--- src/rtl/psplit_pkg.sv ---
`timescale 1ns/1ps
package psplit_pkg;
  typedef enum logic [2:0] {
    S_IDLE  = 3'd0,
    S_WEN   = 3'd1,
    S_LATCH = 3'd2,
    S_PROG  = 3'd3,
    S_READY = 3'd4,
    S_FIN   = 3'd5
  } psplit_state_t;

  localparam logic CMD_WEN    = 1'b0;
  localparam logic CMD_PROG   = 1'b1;
  localparam logic POLL_LATCH = 1'b0;
  localparam logic POLL_CLEAR = 1'b1;
endpackage

--- src/rtl/psplit_chunk.sv ---
`timescale 1ns/1ps
module psplit_chunk #(
  parameter int ADDR_W     = 24,
  parameter int LEN_W      = 16,
  parameter int PAGE_BYTES = 256
) (
  input  logic [ADDR_W-1:0] cur_addr,
  input  logic [LEN_W-1:0]  remain,
  output logic [LEN_W-1:0]  chunk,
  output logic              last
);
  localparam int OFF_W = $clog2(PAGE_BYTES);
  localparam int RW    = OFF_W + 1;
  localparam int CW    = (LEN_W > RW) ? LEN_W : RW;

  function automatic logic [CW-1:0] room_of(input logic [ADDR_W-1:0] a);
    logic [RW-1:0] r;
    r = RW'(PAGE_BYTES) - {1'b0, a[OFF_W-1:0]};
    return CW'(r);
  endfunction

  logic [CW-1:0] room_w;
  logic [CW-1:0] rem_w;

  always_comb begin
    room_w = room_of(cur_addr);
    rem_w  = CW'(remain);
    last   = (rem_w <= room_w);
    chunk  = last ? remain : LEN_W'(room_w);
  end
endmodule

--- src/rtl/psplit_gate.sv ---
`timescale 1ns/1ps
module psplit_gate #(
  parameter int LEN_W  = 16,
  parameter int DATA_W = 8
) (
  input  logic              clk,
  input  logic              rst_n,
  input  logic              active,
  input  logic [LEN_W-1:0]  chunk_len,
  input  logic [DATA_W-1:0] in_data,
  input  logic              in_valid,
  output logic              in_ready,
  output logic [DATA_W-1:0] out_data,
  output logic              out_valid,
  input  logic              out_ready,
  output logic              xfer
);
  logic [LEN_W-1:0] sent;
  logic             open_w;

  assign open_w    = active && (sent < chunk_len);
  assign out_valid = open_w && in_valid;
  assign in_ready  = open_w && out_ready;
  assign out_data  = in_data;
  assign xfer      = out_valid && out_ready;

  always_ff @(posedge clk) begin
    if (!rst_n || !active) sent <= '0;
    else if (xfer)         sent <= sent + 1'b1;
  end
endmodule

--- src/rtl/page_prog_splitter.sv ---
`timescale 1ns/1ps
module page_prog_splitter
  import psplit_pkg::*;
#(
  parameter int ADDR_W     = 24,
  parameter int LEN_W      = 16,
  parameter int DATA_W     = 8,
  parameter int PAGE_BYTES = 256
) (
  input  logic              clk,
  input  logic              rst_n,
  input  logic              req_valid,
  input  logic [ADDR_W-1:0] req_addr,
  input  logic [LEN_W-1:0]  req_len,
  output logic              busy,
  output logic              done,
  output logic              error,
  output logic              cmd_req,
  output logic              cmd_kind,
  output logic [ADDR_W-1:0] cmd_addr,
  output logic [LEN_W-1:0]  cmd_len,
  input  logic              cmd_done,
  input  logic              cmd_err,
  output logic              poll_req,
  output logic              poll_kind,
  input  logic              poll_done,
  input  logic              poll_err,
  input  logic [DATA_W-1:0] in_data,
  input  logic              in_valid,
  output logic              in_ready,
  output logic [DATA_W-1:0] out_data,
  output logic              out_valid,
  input  logic              out_ready
);
  psplit_state_t    state, state_nx;
  logic [ADDR_W-1:0] cur_addr;
  logic [LEN_W-1:0]  remain;
  logic [LEN_W-1:0]  chunk;
  logic              last_chunk;
  logic              err_q;

  // named internal events
  logic ev_accept, ev_fail, ev_adv, ev_xfer, step_done;

  psplit_chunk #(.ADDR_W(ADDR_W), .LEN_W(LEN_W), .PAGE_BYTES(PAGE_BYTES)) u_chunk (
    .cur_addr(cur_addr), .remain(remain), .chunk(chunk), .last(last_chunk)
  );

  psplit_gate #(.LEN_W(LEN_W), .DATA_W(DATA_W)) u_gate (
    .clk(clk), .rst_n(rst_n), .active(state == S_PROG), .chunk_len(chunk),
    .in_data(in_data), .in_valid(in_valid), .in_ready(in_ready),
    .out_data(out_data), .out_valid(out_valid), .out_ready(out_ready),
    .xfer(ev_xfer)
  );

  assign cmd_req   = (state == S_WEN) || (state == S_PROG);
  assign cmd_kind  = (state == S_PROG) ? CMD_PROG : CMD_WEN;
  assign cmd_addr  = cur_addr;
  assign cmd_len   = chunk;
  assign poll_req  = (state == S_LATCH) || (state == S_READY);
  assign poll_kind = (state == S_READY) ? POLL_CLEAR : POLL_LATCH;

  assign busy  = (state != S_IDLE);
  assign done  = (state == S_FIN);
  assign error = done && err_q;

  assign ev_accept = req_valid && (state == S_IDLE);
  assign step_done = (cmd_req && cmd_done) || (poll_req && poll_done);
  assign ev_fail   = (cmd_req && cmd_done && cmd_err) || (poll_req && poll_done && poll_err);
  assign ev_adv    = (state == S_READY) && poll_done && !poll_err;

  always_comb begin
    state_nx = state;
    unique case (state)
      S_IDLE:  if (ev_accept) state_nx = (req_len == '0) ? S_FIN : S_WEN;
      S_WEN:   if (step_done) state_nx = ev_fail ? S_FIN : S_LATCH;
      S_LATCH: if (step_done) state_nx = ev_fail ? S_FIN : S_PROG;
      S_PROG:  if (step_done) state_nx = ev_fail ? S_FIN : S_READY;
      S_READY: if (step_done) state_nx = (ev_fail || last_chunk) ? S_FIN : S_WEN;
      S_FIN:   state_nx = S_IDLE;
      default: state_nx = S_IDLE;
    endcase
  end

  always_ff @(posedge clk) begin
    if (!rst_n) begin
      state    <= S_IDLE;
      cur_addr <= '0;
      remain   <= '0;
      err_q    <= 1'b0;
    end else begin
      state <= state_nx;
      if (ev_accept) begin
        cur_addr <= req_addr;
        remain   <= req_len;
        err_q    <= 1'b0;
      end else begin
        if (ev_fail) err_q <= 1'b1;
        if (ev_adv) begin
          cur_addr <= cur_addr + ADDR_W'(chunk);
          remain   <= remain - chunk;
        end
      end
    end
  end
endmodule

--- config.mk ---
export PLATFORM = sky130hd
export DESIGN_NAME = page_prog_splitter
export DESIGN_NICKNAME = d
export VERILOG_FILES = /design/src/rtl/psplit_pkg.sv /design/src/rtl/psplit_chunk.sv /design/src/rtl/psplit_gate.sv /design/src/rtl/page_prog_splitter.sv
export SDC_FILE = /design/constraint.sdc
export NUM_CORES = 1
export LEC_CHECK = 0
export ABC_AREA = 1
export BUFFER_PORTS_ARGS = -buffer_cell sky130_fd_sc_hd__buf_4
export CELL_PAD_IN_SITES_DETAIL_PLACEMENT = 2
export CELL_PAD_IN_SITES_GLOBAL_PLACEMENT = 2
export CORE_MARGIN = 2
export CORE_UTILIZATION = 30
export DETAILED_ROUTE_END_ITERATION = 16
export PLACE_DENSITY = 0.87
export SKIP_LAST_GASP = 1
export SYNTH_ARGS = -nofsm -noshare
export SYNTH_HDL_FRONTEND = slang
export SYNTH_SLANG_ARGS = --single-unit
--- constraint.sdc ---
create_clock -name clk -period 5.71 [get_ports clk]
set_input_delay 0.571 -clock clk [delete_from_list [all_inputs] [get_ports clk]]
set_output_delay 0.571 -clock clk [all_outputs]
set_load 0.01 [all_outputs]
* Word-level counts from Yosys, hierarchy flattened
Cells that the tools add are included. Widths: inputs -> output; s select.
Word-level totals: register bits after elaboration 60, input port bits 57, logic and storage cells 67, output and inout bits 57
Operators by class: $lt $le $gt $ge 2, $add $sub $neg 4, bitwise gates (word level) 1, equal/unequal tests 10, reductions and logical operators 27, multiplexer cells 18
Operator list (number):
- $mux 16 | 3
- $mux 24 | 2
- $mux 3 | 9
- $add 24x16->24 | 1
- $add 16x1->16 const B | 1
- $le 16x9->1 | 1
- $logic_not 16->1 | 1
- $lt 16x16->1 | 1
- $sub 16x16->16 | 1
- $pmux 3 s5 | 1
- $logic_and 1x1->1 | 12
- $ne 2x2->1 const B | 5
- $sub 9x8->9 const A | 1
- $eq 3x2->1 const B | 2
- $eq 3x3->1 const B | 2
- $logic_or 1x1->1 | 6
- $reduce_and 5->1 | 1
- $eq 3x1->1 const B | 1
- $logic_not 1->1 | 3
- $logic_not 3->1 | 1
- $mux 1 | 3
- $reduce_bool 3->1 | 1
- $reduce_bool 2->1 | 1
- $reduce_or 2->1 | 1
- $not 1->1 | 1

* Logic depth before layout (Yosys ltp)
Gate-level depths: netlist (run 1).
depth after elaboration 9, depth in mapped cells 34, mapped depth without buffers 34

* Cells and area by module
From an unflattened synthesis (run 1), not the netlist that was laid out.
Second synthesis, totals: cells, all modules 1101, area, all modules 6426.2 µm²
By module, submodules not included:
- page_prog_splitter | area each 4332.9 µm², cells an instance 747, seq. area each 880.8 µm², times used 1
- psplit_gate | area each 1436.4 µm², cells an instance 236, seq. area each 320.3 µm², times used 1
- psplit_chunk | area each 656.9 µm², cells an instance 118, seq. area each 0.0 µm², times used 1

* Worst setup path before layout (run 1)
Ideal clock, no wire load.
path kind reg-to-reg, from register cur_addr[1], in the netlist cmd_addr[1], to register cur_addr[13], in the netlist cmd_addr[13], stages on the path, launching flop included 28, slack 1394 ps, path buffers 1, period minus slack after synthesis 4316 ps, setup time 132 ps, data required time 5578 ps, arrival 4183 ps, cell sequence dfxtp_1 nor3_1 nand3_1 nor3_1 xor2_1 ha_1 nand2_1 inv_1 nand2_1 nand2_1 nand2_1 nand3_2 nand2_4 clkbuf_1 nand2_1 o21ai_0 ha_1 nand2_1 nand2_1 o21ai_0 inv_1 a21oi_1 o21bai_1 a21oi_1 o21ai_0 or2_2 nand3_1 a31oi_1
Between the ends: word-level cells in the longest chain between the ends 6
Ends and longest elaborated chain:
- from (decl) | RTL line page_prog_splitter.sv:36 | logic [ADDR_W-1:0] cur_addr;
- from (signal assigned) | RTL line page_prog_splitter.sv:94 | cur_addr <= req_addr;
- from (signal assigned) | RTL line page_prog_splitter.sv:100 | cur_addr <= cur_addr + ADDR_W'(chunk);
- $sub 9x8->9 * | RTL line psplit_chunk.sv:18 | r = RW'(PAGE_BYTES) - {1'b0, a[OFF_W-1:0]};
- $le 16x9->1 | RTL line psplit_chunk.sv:28 | last = (rem_w <= room_w);
- $mux 16 * | RTL line psplit_chunk.sv:29 | chunk = last ? remain : LEN_W'(room_w);
- via cmd_len[1] | RTL line page_prog_splitter.sv:21 | output logic [LEN_W-1:0] cmd_len,
- $add 24x16->24 * | RTL line page_prog_splitter.sv:100
- $mux 24 * | RTL line page_prog_splitter.sv:99 | if (ev_adv) begin
- $mux 24 * | RTL line page_prog_splitter.sv:93 | if (ev_accept) begin
The timed path passes the listed nets; every way through them passes the cells marked *. The select of a mux whose other input is x is not followed. A chain may end at the register's enable or synchronous reset.

* Final worst setup path (run 1)
from register cur_addr[1], in the netlist cmd_addr[1], to output port out_valid
Between the ends: word-level cells in the longest chain between the ends 6
Ends and longest elaborated chain:
- $sub 9x8->9 * | RTL line psplit_chunk.sv:18
- $le 16x9->1 | RTL line psplit_chunk.sv:28
- $mux 16 * | RTL line psplit_chunk.sv:29
- $lt 16x16->1 * | RTL line psplit_gate.sv:21 | assign open_w = active && (sent < chunk_len);
- $logic_and 1x1->1 * | RTL line psplit_gate.sv:21
- $logic_and 1x1->1 * | RTL line psplit_gate.sv:22 | assign out_valid = open_w && in_valid;
- to (decl) | RTL line page_prog_splitter.sv:32 | output logic out_valid,
Mark *: on every way between the ends. The rest lies on a longest branch, timed or not.

==> results.md, run 1 <==
* GRT Residual Overflow at 0
* Crit path buf inv count at 3
* Setup-failing EPs final at 0
* Max incr delay on CP at 540 ps
* Min Tclk post-route at 5170 ps
* Area of the core at 17400 um2
* Power Density at 510 nW/um2
* YS warnings at 0
* Mapped Cells at 826
* Outcome: complete, no violations
* Hold Crit Depth at 3
* Setup CP Type: reg2out
* Overall Global Routing Usage at 22.1%
* Synth Flop Type: dfxtp_1
* Routed WL per cell at 17.6 um
* Clock transition at path regs at 60 ps
* Post-synthesis sequential area ratio at 22.3%
* LEAKAGE at 3.21 nW
* First-pass GRT wire length at 32500 um
* First-pass DRT Iterations at 4
* Tcrit/Tclk final at 90.6%
* Reg2reg start: cmd_addr[1]
* CTS max path bufs at 2
* Startpoint types: flip-flop
* DP HPWL at 15500 um
* Setup TNS at 0 ps
* Number of I/O pins at 114
* # Max-Cap Violations at 0
* Max VDD drop at 240 uV
* Netlist Area Pre-Place at 5380 um2
* Slew Viols, Final at 0
* Max Fclk at 0.193 GHz
* DRT Wirelength at 20200 um
* Clock skew at 11.8 ps
* Pin count of the biggest net entering global routing at 41
* Most frequent CP cell: nand2_1
* CP required at 5140 ps
* Hold Path End: cmd_addr[21]
* Row count at 48
* Die area at 19000 um2
* Largest fanout on the critical path at 18
* Avg Cell Area, Syn at 6.52 um2
* DRC at 0
* Arr. time, crit path at 4600 ps
* Cts bufs inserted at 9
* Hold buffer count at cts at 0
* #FFs+latches synth at 60
* R2r endpoint: remain[14]
* Final Hold Vio Count at 0
* Worst hold start: req_addr[21]
* Fraction of layout cells with a size suffix above 1 at 16.2%
* Reg2reg setup slack at 650 ps
* Hold Crit Class: in2reg
* Skew-Pair Late Insertion Delay at 350 ps
* Filler cell count at 2165
* Postcts setup bufs at 0
* DR vias/cell at 5.10
* Actual slew at the worst max-slew pin at 979 ps
* Die Y at 138 um
* Critical-path cell list: nor3_1 -> nand3_1 -> nor3_1 -> xor2_1 -> ha_1 -> nand2_1 -> inv_1 -> nand2_1 -> nor2_1 -> nand2_1 -> nand3_2 -> nand2_4 -> o21ai_0 -> inv_1 -> ha_1 -> a21oi_1 -> nor2_1 -> a211oi_1 -> nand2_2 -> nand2_4 -> nand2_2 -> nor2_4 -> buf_4
* Most frequent cells in the layout: nand2_1 (211), inv_1 (118), buf_4 (98)
* R2r worst-path depth at 30
* Slowest cell on crit path: o21ai_0
* Post-CTS Resized at 0
* Final hold slack at 472 ps
* Die X at 138 um
* PortBufs at 90
* EDFF count, synth at 0
* CTS tree: yes
* Diodes inserted at 0
* RSZ-0062 raised after global routing: no
* Clock root buffer: clkbuf_16
* Initial antenna violation count at 0
* Synth async-reset ratio at 0%
* Critical Path End Type: primary output
* Initial DRC count at 191
* Vias in the first global route at 6366
* P&R area growth vs syn at 21.4%
* Via count at 5850
* Sinks on Clock Net at 60
* Initial Utilization at 30.9%
* Number of H-tree levels at 3
* Final ANT Viol Nets at 0
* Top Family by Delay on Critical Path: simple AND/OR/NAND/NOR gates
* Max_slew headroom at 34.5%
* Final Wtd Congestion at 0.816
* Most common cell after layout, fill and taps aside: nand2_1
* Unique masters post-synth at 45
* Fin nets at 1028
[synth_stat cells (all sizes together) (3+ instances only)]
cell type,count,area share (%)
nor3,21,2.2
nor2,58,4.6
o21bai,4,0.56
nand4,24,3.9
o21ai,45,4.2
buf,20,2.9
nand3,35,3.4
or2,8,0.93
inv,120,8.4
o22ai,5,0.58
a21oi,56,5.3
dfxtp,60,22
nand3b,3,0.49
o211ai,4,0.56
xnor2,5,0.81
nand2,216,15
clkbuf,16,1.1
a31oi,32,3.7
xor2,17,2.8
ha,51,12
nor4,10,1.4
o21a,4,0.56
[power breakdown]
part	internal, mW	switching, mW	total (mW)
logic	0.799	1.41	2.21
clock network	0.313	0.221	0.534
registers	0.491	0.0977	0.588
[registers in the layout (all words and copies together), names as in the netlist]
signal,flops
cmd_addr,24
remain,16
u_gate.sent,16
state,3
err_q,1
[through the flow]
step	cells	area [um2]	total power, mW	utilization [%]	setup WS, ps
detailed placement	1132	6260	2.78	35.9	540
floorplan	845	5460	2.01	-	1390
finish	1147	6540	3.33	37.5	537
global route	1147	6540	3.68	37.5	0.721
CTS	1147	6540	3.36	37.5	371
global placement	1132	6260	2.68	35.9	758
[logic make-up after synthesis]
logic type,count (synthesis),synth area share [%]
flops,60,22.3
xor+xnor,22,3.58
compound gates,156,16.4
simple gates,377,32.6
other cells,2,0.139
buf+inv,156,12.4
fa+ha+maj,53,12.6
[layer usage]
layer	vias up	global-route usage (%)	part of all wire [%]
met5	-	0	0
met4	0	6.75	1.9
met3	20	5.37	4.3
met2	84	41.3	52
met1	2856	24.6	42
li1	2890	-	-
[final cells by class]
type | instances | area, um2 | area share, %
tap | 225 | 282 | 4.31
sequential | 60 | 1200 | 18.4
clock buffer | 11 | 253 | 3.87
timing repair buffer | 98 | 736 | 11.3
multi-input combinational | 629 | 3590 | 54.9
inverter | 120 | 450 | 6.89
clock inverter | 4 | 25.0 | 0.383
[tightest hold or removal path, delay by kind of cell]
| family | cells | cell delay (ps) |
|---|---|---|
| buffers and inverters | 2 | 140 |
| AO/OA/AOI/OAI | 1 | 90 |
[how the worst max path moves through the flow]
| stage | start | endpoint | slack, ps | cells after the start |
|---|---|---|---|---|
| after floorplan | cmd_addr[1] | cmd_addr[13] | 1390 | 27 |
| after global placement | cmd_addr[1] | remain[14] | 760 | 29 |
| after detailed placement | cmd_addr[1] | remain[14] | 540 | 30 |
| after CTS | cmd_addr[1] | remain[14] | 370 | 30 |
| after global routing | cmd_addr[1] | remain[14] | 0.7 | 30 |
| final | cmd_addr[1] | out_valid | 540 | 23 |
(Power assumes the default switching activity.)
==> run 2, diff against run 1 <==
--- a/config.mk
+++ b/config.mk
@@ -9,6 +9,7 @@
 export BUFFER_PORTS_ARGS = -buffer_cell sky130_fd_sc_hd__buf_4
 export CELL_PAD_IN_SITES_DETAIL_PLACEMENT = 2
 export CELL_PAD_IN_SITES_GLOBAL_PLACEMENT = 2
+export CORE_ASPECT_RATIO = 1.1
 export CORE_MARGIN = 2
 export CORE_UTILIZATION = 30
 export DETAILED_ROUTE_END_ITERATION = 16
==> results.md, run 2 (same netlist as run 1, synthesis figures left out) <==
* Initial DRC count at 194 (+1.6%)
* NetSw at 1.77 mW (+2.3%)
* Final ANT Viol Nets at 0 (unchanged)
* Startpoint types: flip-flop
* Sinks on Clock Net at 60 (unchanged)
* Die Y at 145 um (+4.7%)
* Filler cell count at 2195 (+1.4%)
* Fraction of layout cells with a size suffix above 1 at 16.2% (unchanged)
* Initial antenna violation count at 0 (unchanged)
* Most frequent cells in the layout: nand2_1 (211), inv_1 (118), buf_4 (97)
* First-pass GRT wire length at 33400 um (+2.7%)
* Die area at 19000 um2 (about the same)
* Actual slew at the worst max-slew pin at 921 ps (-57.5 ps)
* Multi-input logic area at 3600 um2 (+0.14%)
* Diodes inserted at 0 (unchanged)
* GRT Residual Overflow at 0 (unchanged)
* DP HPWL at 15800 um (+2.2%)
* Comb power frac at 63.3% (-3.0 points)
* Setup CP Type: reg2out
* Slew Viols, Final at 0 (unchanged)
* Initial Utilization at 30.5% (-0.45 points)
* Final hold slack at 465 ps (-6.75 ps)
* Max_slew headroom at 38.0% (+3.5 points)
* Routed WL per cell at 17.9 um (+2.0%)
* First-pass DRT Iterations at 4 (unchanged)
* Cell-internal power at 1.77 mW (+10%)
* Final Wtd Congestion at 0.849 (+4.0%)
* Area of the core at 17700 um2 (+1.5%)
* DP Area at 6270 um2 (+0.22%)
* Skew-Pair Late Insertion Delay at 350 ps (about the same)
* CTS max path bufs at 2 (unchanged)
* RSZ-0062 raised after global routing: no
* Outcome: complete, no violations
* FF+latch area at 1200 um2 (unchanged)
* Number of H-tree levels at 3 (unchanged)
* Max VDD drop at 202 uV (-16%)
* Min Tclk post-route at 5420 ps (+249 ps)
* Fin nets at 1027 (-0.097%)
* Vias in the first global route at 6458 (+1.4%)
* Hold buffer count at cts at 0 (unchanged)
* DRT Wirelength at 20800 um (+3.2%)
* Setup TNS at 0 ps (unchanged)
* Arr. time, crit path at 4850 ps (+250 ps)
* Overall Global Routing Usage at 22.4% (+0.25 points)
* Power Density at 532 nW/um2 (+4.4%)
* P&R area growth vs syn at 23.5%
* Design Area, Final at 6650 um2 (+1.7%)
* Flop pwr share at 16.6% (-1.1 points)
* CTS tree: yes
* Postcts setup bufs at 0 (unchanged)
* CP required at 5140 ps (about the same)
* Final Hold Vio Count at 0 (unchanged)
* Clock transition at path regs at 60 ps (about the same)
* Switch share at 50.0% (-1.9 points)
* Clock root buffer: clkbuf_16
* Setup Slack @ Placement at 427 ps (-113 ps)
* Row count at 51 (+6.3%)
* Critical Path End Type: primary output
* Number of I/O pins at 114 (unchanged)
* Most common cell after layout, fill and taps aside: nand2_1
* # Max-Cap Violations at 0 (unchanged)
* Final core occ at 37.6% (+0.073 points)
* DRC at 0 (unchanged)
* Setup-failing EPs final at 0 (unchanged)
* Hold Crit Class: in2reg
* PortBufs at 90 (unchanged)
* Largest fanout on the critical path at 18 (unchanged)
* Max reg flops at 24 (unchanged)
* Tcrit/Tclk final at 95.0% (+4.4 points)
* Post-layout worst setup margin at 288 ps (-249 ps)
* Via count at 5882 (+0.55%)
* Pin count of the biggest net entering global routing at 41 (unchanged)
* Max Fclk at 0.184 GHz (-4.6%)
* Cts bufs inserted at 9 (unchanged)
* Die X at 132 um (-4.5%)
* Clock power frac at 20.1% (+4.1 points)
* Clock skew at 7.48 ps (-4.28 ps)
* DR vias/cell at 5.07 (-0.58%)
* LEAKAGE at 3.24 nW (+1.2%)
-- run 2: power groups by stage --
stage	Sequential [mW]	Clock (mW)	Combinational [mW]
6_report	0.588	0.710	2.24
5_1_grt	0.601	0.744	2.53
2_1_floorplan	0.585	0	1.42
3_3_place_gp	0.592	0	2.09
4_1_cts	0.589	0.724	2.26
3_5_place_dp	0.596	0	2.19
-- run 2: metrics by stage --
stage               cells  power [mW]
finish               1160        3.54
CTS                  1160        3.57
detailed placement   1144        2.79
global route         1160        3.88
floorplan             845        2.01
global placement     1144        2.68
-- run 2: per-layer routing --
metal / vias up / global-route usage, % / part of all wire [%]
met4: 0 / 10.5 / 3.8
met1: 2860 / 23.3 / 40
met5: - / 0 / 0
met2: 97 / 43.2 / 53
met3: 46 / 4.49 / 3.4
li1: 2879 / - / -
-- run 2: critical path: stages (launching register included) --
cell	delay [ps]
dfxtp_1	370
nor3_1	390
nand3_1	190
nor3_1	230
xor2_1	130
ha_1	310
nand2_1	60
inv_1	80
nand2_1	70
nor2_1	100
nand2_1	90
nand3_2	100
nand2_4	140
o21ai_0	600
inv_1	190
ha_1	230
a21oi_1	140
nor2_1	60
a211oi_1	240
nand2_2	150
nand2_4	200
nand2_2	110
nor2_4	160
buf_4	150
-- run 2: repair_timing --
item / CTS / global route
hold endpoints to repair: 0 / 0
gates resized for setup: 0 / 3
setup endpoints to repair: 0 / 2
-- run 2: layout make-up --
type	instances	share of cell area, %
multi-input cells	629	54.1
well taps	238	4.48
repair buffers	97	11.0
clock buffers	10	3.59
inverters	120	6.78
clock inverters	6	2.03
flip-flops and latches	60	18.1
-- run 2: path summary, 6_finish.rpt --
kind / from / to / slack, ps / depth (start not counted)
setup / recovery: cmd_addr[1] / out_valid / 290 / 23
hold / removal: req_addr[21] / cmd_addr[21] / 470 / 3
setup reg to reg: cmd_addr[1] / remain[15] / 570 / 32
hold reg to reg: remain[0] / remain[0] / 490 / 2
